File: src/rtl/usbd_irq_pkg.sv
package usbd_irq_pkg;
  localparam int DW        = 8;
  localparam int NFLAG     = 5;
  // bit positions inside the flag register
  localparam int B_SINTF   = 0;
  localparam int B_SCFG    = 1;
  localparam int B_SOF     = 2;
  localparam int B_EPLD    = 3;
  localparam int B_SCHG    = 4;
  localparam int B_SSTAT   = 5;
  // per-flag behaviour masks (bit i refers to flag i)
  localparam logic [NFLAG-1:0] CPU_CLR_MASK = 5'b11011;
  localparam logic [NFLAG-1:0] RD_CLR_MASK  = 5'b00100;

  typedef enum logic {
    SEL_FLAGS  = 1'b0,
    SEL_ENABLE = 1'b1
  } reg_sel_e;
endpackage

File: src/rtl/usbd_flag_cell.sv
module usbd_flag_cell #(
  parameter bit CPU_CLR = 1'b1,
  parameter bit RD_CLR  = 1'b0
) (
  input  logic clk,
  input  logic rst_n,
  input  logic set_i,
  input  logic wr_i,
  input  logic wbit_i,
  input  logic rd_i,
  output logic flag_o
);
  logic flag_q;
  logic flag_d;
  logic load;
  logic clr;

  always_comb begin
    clr    = (CPU_CLR && wr_i && !wbit_i) || (RD_CLR && rd_i);
    load   = set_i || clr;
    // a set in the same cycle as a clear keeps the event
    flag_d = set_i;
  end

  always_ff @(posedge clk or negedge rst_n) begin
    if (!rst_n) begin
      flag_q <= 1'b0;
    end else if (load) begin
      flag_q <= flag_d;
    end
  end

  assign flag_o = flag_q;
endmodule

File: src/rtl/usbd_susp_track.sv
module usbd_susp_track (
  input  logic clk,
  input  logic rst_n,
  input  logic level_i,
  output logic level_o,
  output logic change_o
);
  logic lvl_q;
  logic lvl_d;
  logic upd;

  always_comb begin
    change_o = level_i ^ lvl_q;
    upd      = change_o;
    lvl_d    = level_i;
  end

  always_ff @(posedge clk or negedge rst_n) begin
    if (!rst_n) begin
      lvl_q <= 1'b0;
    end else if (upd) begin
      lvl_q <= lvl_d;
    end
  end

  assign level_o = lvl_q;
endmodule

File: src/rtl/usbd_irq_merge.sv
module usbd_irq_merge #(
  parameter int N = 5
) (
  input  logic         clk,
  input  logic         rst_n,
  input  logic [N-1:0] flags_i,
  input  logic [N-1:0] en_i,
  output logic         irq_o
);
  logic irq_q;
  logic irq_d;

  always_comb begin
    irq_d = |(flags_i & en_i);
  end

  always_ff @(posedge clk or negedge rst_n) begin
    if (!rst_n) begin
      irq_q <= 1'b0;
    end else begin
      irq_q <= irq_d;
    end
  end

  assign irq_o = irq_q;
endmodule

File: src/rtl/usbd_irq_flags.sv
module usbd_irq_flags
  import usbd_irq_pkg::*;
(
  input  logic          clk,
  input  logic          rst_n,
  input  logic          bus_suspend,
  input  logic          ev_epinfo_done,
  input  logic          ev_sof,
  input  logic          ev_set_cfg,
  input  logic          ev_set_intf,
  input  logic          reg_sel,
  input  logic          reg_wr,
  input  logic          reg_rd,
  input  logic [DW-1:0] reg_wdata,
  output logic [DW-1:0] reg_rdata,
  output logic          irq
);
  localparam int RSVD_W = DW - NFLAG - 1;

  reg_sel_e         sel;
  logic             wr_flags;
  logic             rd_flags;
  logic             wr_en;
  logic [NFLAG-1:0] set_vec;
  logic [NFLAG-1:0] flag_q;
  logic             susp_q;
  logic             susp_chg;
  logic [DW-1:0]    en_q;
  logic [DW-1:0]    en_d;

  always_comb begin
    sel      = reg_sel_e'(reg_sel);
    wr_flags = reg_wr && (sel == SEL_FLAGS);
    rd_flags = reg_rd && (sel == SEL_FLAGS);
    wr_en    = reg_wr && (sel == SEL_ENABLE);
  end

  usbd_susp_track u_susp (
    .clk      (clk),
    .rst_n    (rst_n),
    .level_i  (bus_suspend),
    .level_o  (susp_q),
    .change_o (susp_chg)
  );

  always_comb begin
    set_vec          = '0;
    set_vec[B_SINTF] = ev_set_intf;
    set_vec[B_SCFG]  = ev_set_cfg;
    set_vec[B_SOF]   = ev_sof;
    set_vec[B_EPLD]  = ev_epinfo_done;
    set_vec[B_SCHG]  = susp_chg;
  end

  for (genvar i = 0; i < NFLAG; i++) begin : g_flag
    usbd_flag_cell #(
      .CPU_CLR (CPU_CLR_MASK[i]),
      .RD_CLR  (RD_CLR_MASK[i])
    ) u_cell (
      .clk    (clk),
      .rst_n  (rst_n),
      .set_i  (set_vec[i]),
      .wr_i   (wr_flags),
      .wbit_i (reg_wdata[i]),
      .rd_i   (rd_flags),
      .flag_o (flag_q[i])
    );
  end

  // enable register
  always_comb begin
    en_d = reg_wdata;
  end

  always_ff @(posedge clk or negedge rst_n) begin
    if (!rst_n) begin
      en_q <= '0;
    end else if (wr_en) begin
      en_q <= en_d;
    end
  end

  usbd_irq_merge #(.N(NFLAG)) u_merge (
    .clk     (clk),
    .rst_n   (rst_n),
    .flags_i (flag_q),
    .en_i    (en_q[NFLAG-1:0]),
    .irq_o   (irq)
  );

  // read path
  always_comb begin
    if (sel == SEL_FLAGS) begin
      reg_rdata = {{RSVD_W{1'b0}}, susp_q, flag_q};
    end else begin
      reg_rdata = en_q;
    end
  end
endmodule

File: config.mk
export PLATFORM = sky130hd
export DESIGN_NAME = usbd_irq_flags
export DESIGN_NICKNAME = d
export VERILOG_FILES = /design/src/rtl/usbd_irq_pkg.sv /design/src/rtl/usbd_flag_cell.sv /design/src/rtl/usbd_susp_track.sv /design/src/rtl/usbd_irq_merge.sv /design/src/rtl/usbd_irq_flags.sv
export SDC_FILE = /design/constraint.sdc
export NUM_CORES = 1
export LEC_CHECK = 0
export CORE_MARGIN = 5
export CORE_UTILIZATION = 31
export CTS_BUF_LIST = sky130_fd_sc_hd__clkbuf_2
export CTS_CLUSTER_DIAMETER = 30
export DETAILED_ROUTE_END_ITERATION = 6
export HOLD_SLACK_MARGIN = 0.02
export SLEW_MARGIN = 20
export SYNTH_ARGS = -nofsm -noshare
export SYNTH_HDL_FRONTEND = slang
export SYNTH_HIERARCHICAL = 1
export SYNTH_SLANG_ARGS = --single-unit
File: constraint.sdc
create_clock -name clk -period 1.65 [get_ports clk]
set_input_delay 0.495 -clock clk [delete_from_list [all_inputs] [get_ports clk]]
set_output_delay 0.495 -clock clk [all_outputs]
set_load 0.01 [all_outputs]
# Yosys cells after proc, flatten, opt, wreduce, memory -nomap -nowiden
# Index checks and enable logic that the tools add are counted.
[op_classes]
bitwise_logic = 3
n_reduce_logical = 17
muxes = 1
[ops]
columns = ["op", "count"]
rows = [
  ["two-way mux 8 bit", 1],
  ["logical AND 1 bit", 7],
  ["AND 5 bit", 1],
  ["logical OR 1 bit", 5],
  ["OR reduction 5 bit", 1],
  ["logical NOT 1 bit", 4],
  ["NOT 1 bit", 1],
  ["XOR 1 bit", 1],
]
[word_totals]
wordCells = 29
ff_bits = 15
out_inout_bits = 9

# Logic depth before layout (Yosys ltp)
[depth]
ltp_word = 4
ltp_mapped = 4
depth_no_buf = 3

# Cells and area by module
# The synthesis kept the hierarchy.
[by_module_without_submodules]
columns = ["module", "area_each_um2", "seq_area_each_um2", "cells_each", "n_inst"]
rows = [
  ["usbd_irq_flags", 396.6, 200.2, 28, 1],
  ["usbd_flag_cell (g_flag[0].u_cell ...)", 38.8, 25.0, 3, 4],
  ["usbd_irq_merge", 46.3, 25.0, 4, 1],
  ["usbd_susp_track", 37.5, 25.0, 3, 1],
  ["usbd_flag_cell (g_flag[2].u_cell)", 36.3, 25.0, 3, 1],
]

# Worst setup path after synthesis
# Ideal clock, no wire load.
[synth_timing]
kind = "input to output"
start = "input reg_sel"
end = "output reg_rdata[0]"
path_slack_ns = 0.167
path_stages = 2
arrival_time_ns = 0.988
n_path_buf = 1
required_ns = 1.155
path_cell_list = "buf_4 -> mux2_2"
[synth_via]
elab_chain_cells = 1
[synth_lines]
columns = ["element", "line", "rtl"]
rows = [
  ["start, declared", "usbd_irq_flags.sv:11", "input logic reg_sel,"],
  ["two-way mux 8 bit", "usbd_irq_flags.sv:93", "if (sel == SEL_FLAGS) begin"],
  ["end, declared", "usbd_irq_flags.sv:15", "output logic [DW-1:0] reg_rdata,"],
]
# No other way between the ends.

# Worst setup path in the final report
[layout_timing]
start = "register en_q[0]"
end = "output reg_rdata[0]"
[layout_via]
elab_chain_cells = 1
[layout_lines]
columns = ["element", "line", "rtl"]
rows = [
  ["start, declared", "usbd_irq_flags.sv:28", "logic [DW-1:0] en_q;"],
  ["start signal, assigned", "usbd_irq_flags.sv:79", "en_q <= en_d;"],
  ["two-way mux 8 bit", "usbd_irq_flags.sv:93", ""],
]
# No other way between the ends.

==> metrics.cfg <==
[clock_tree]
clk_pin_slew_ns = 0.14
cts_buffer_depth = 2
clk_latency_ns = 0.28
htree_levels = 1
cts_root_buf = clkbuf_2
cts_made_buffers = 3
cts_hold_buf = 0
cts.sinks = 15
cts_tree = yes

[timing]
worst_pin_slew_ns = 0.304
max_freq_mhz = 632
rsz0062_at_grt = false
tns_ns = 0
finClkSkew_ns = 0.000447
period_share_pct = 95.9
slew-limit-headroom_pct = 79.7
timing.final.crit_period_ns = 1.58
drv_slew = 0
timing.final.ws_setup_ns = 0.0678
hold_viol = 0
setup-violations-final = 0

[final_layout]
final_layout_size_suffix_gt1_share_pct = 44.4
finalNonFillerCells = 117
final_util_pct = 53.7
antennaDiodeCount = 0
fin_area_mm2 = 0.00108
area_growth_pct = 61.5
fin_nets = 109

[placement]
post-place-ws_ns = -0.801
place.gp.congestion = 0.712
place_inst = 113
dpl.hpwl_mm = 1.20
portBuffers = 26
placed_area_mm2 = 0.00104

[synthesis]
synth_top_family_by_area = multiplexers
synthCells = 50
ys_seq_area_share_pct = 55.9
yosysUniqueCellTypes = 14
synth_compound_area_share_pct = 8.19
syn_nets = 68
yosys.area_share.xor_xnor_pct = 1.30
synth.avg_cell_area_um2 = 13.4
synthAdderAreaFrac_pct = 0
yosys_warnings = 6
ys_seq_elements = 15
synth_area_um2 = 672
synthMuxAreaShare_pct = 23.5
synth-simple-area-share_pct = 8.94

[power]
power.density_mw_per_mm2 = 783
p_seq_share_pct = 50.4
p_leak_nw = 0.483
ir_drop_v = 0.000330
comb_power_share_pct = 28.6
swShare_pct = 25.4
p_sw_mw = 0.216
p_int_mw = 0.634
pwr-share-clk_pct = 21.0

[status]
outcome = complete, no violations

[global_routing]
antenna_found_initial = 0
grt_pass1_vias = 573
grt_pass1_wl_mm = 2.71
grt_max_degree = 16
grtUsageTotal_pct = 10.9
gr-total-overflow = 0

[critical_path]
cp-end-kind = primary output
path_class = flip-flop to primary output
arrival_ns = 1.09
worstPathMaxFanout = 3
crit_slowest_cell = dfrtp_1
critPathRequiredTime_ns = 1.15
path_delay_family = flip-flops
crit_chain = mux2_4, buf_6
crit_buf_inv = 1
start_kind = flip-flop
slowest_delay_ns = 0.42

[floorplan]
initial_core_util_pct = 33.2
core-area_mm2 = 0.00202
io_pins = 27
die_area_mm2 = 0.00320
num_rows = 16
fp.dieH_um = 56.6
die_w_um = 56.6

[detailed_routing]
dr.pass1.iters = 4
vias = 526
drt-initial-drc-count = 12
drtAntennaViolNets = 0
wl_mm = 1.53
vias_per_cell = 4.50
wire_per_inst_um = 13.1
drc = 0

[job]
drv_cap = 0

[min_path]
min_path_type = primary input to async pin

==> cell families after synthesis <==
family | count (synthesis)
compound gates | 7
flops | 15
mux | 14
xor+xnor | 1
buf+inv | 3
simple gates | 10
==> worst paths after layout <==
| check | start | endpoint | slack [ns] | depth (start not counted) |
|---|---|---|---|---|
| max | en_q[0] | reg_rdata[0] | 0.07 | 2 |
| min | rst_n | en_q[6] | 0.51 | 2 |
| max reg2reg | g_flag[3].u_cell/flag_o | u_merge/irq_o | 0.55 | 3 |
| min reg2reg | en_q[6] | en_q[6] | 0.51 | 1 |
| max in group asynchronous | rst_n | en_q[1] | 0.97 | 2 |
| min in group clk | en_q[6] | en_q[6] | 0.51 | 1 |
==> registers in the layout (all words and copies together) (netlist names) <==
signal and cells:
en_q 8, u_merge/irq_o 1, u_susp/level_o 1, g_flag.u_cell/flag_o 5
==> power groups by stage <==
stage	Combinational (mW)	Sequential [mW]	Clock [mW]
5_1_grt	0.263	0.433	0.198
4_1_cts	0.253	0.428	0.188
2_1_floorplan	0.0935	0.432	0
3_5_place_dp	0.234	0.434	0
6_report	0.243	0.428	0.178
3_3_place_gp	0.232	0.433	0
==> layer usage <==
metal / wire length [µm] / global-route usage [%]
met5: 0 / 0
met4: 19 / 5.08
met3: 91 / 4.13
met2: 771 / 17.5
met1: 646 / 12.7
==> area by class of cell <==
type                            instances  area [µm²]
Clock buffer                            4        20.0
Fill cell                             176         937
Inverter                                1        3.75
Multi-Input combinational cell         32         304
Sequential cell                        15         375
Tap cell                               27        33.8
Timing Repair Buffer                   38         348
==> cell usage in the layout, fill, tap and decap left out <==
master and count:
a21o_1 5, inv_1 1, buf_6 7, nor2b_1 2, buf_4 12, buf_2 2
mux2_2 8, mux2_4 6, clkbuf_2 4, and2_1 2, a22oi_1 1, xor2_1 1
clkdlybuf4s50_1 16, nand2_1 1, nand2b_1 4, a222oi_1 1, dlygate4sd2_1 1, nand2_2 1
dfrtp_1 15
==> Yosys cell counts <==
cell      count  area (µm²)
a21o_1        5        37.5
a222oi_1      1        10.0
a22oi_1       1        7.51
and2_1        2        12.5
buf_4         1        7.51
clkbuf_1      1        3.75
dfrtp_1      15         375
inv_1         1        3.75
mux2_2       14         158
nand2_1       1        3.75
nand2_2       1        6.26
nand2b_1      4        25.0
nor2b_1       2        12.5
xor2_1        1        8.76
==> per-stage QoR <==
step | total power [mW] | hold WS (ns)
final | 0.850 | 0.507
after global routing | 0.894 | 0.533
after CTS | 0.869 | 0.501
after detailed placement | 0.668 | 0.486
after global placement | 0.665 | 0.481
after floorplan | 0.526 | 0.199
==> timing repair <==
action	4_1_cts	5_1_grt
setup endpoints to repair	9	4
endpoints found under the hold margin	0	0
resized for setup	51	0
buffers inserted	1	0
==> worst reg2reg max path, cell delays in order (launching register included) <==
cell and delay (ns):
dfrtp_1 0.41, buf_4 0.14, a222oi_1 0.35, nand2_1 0.10
(Power assumes the default switching activity.)
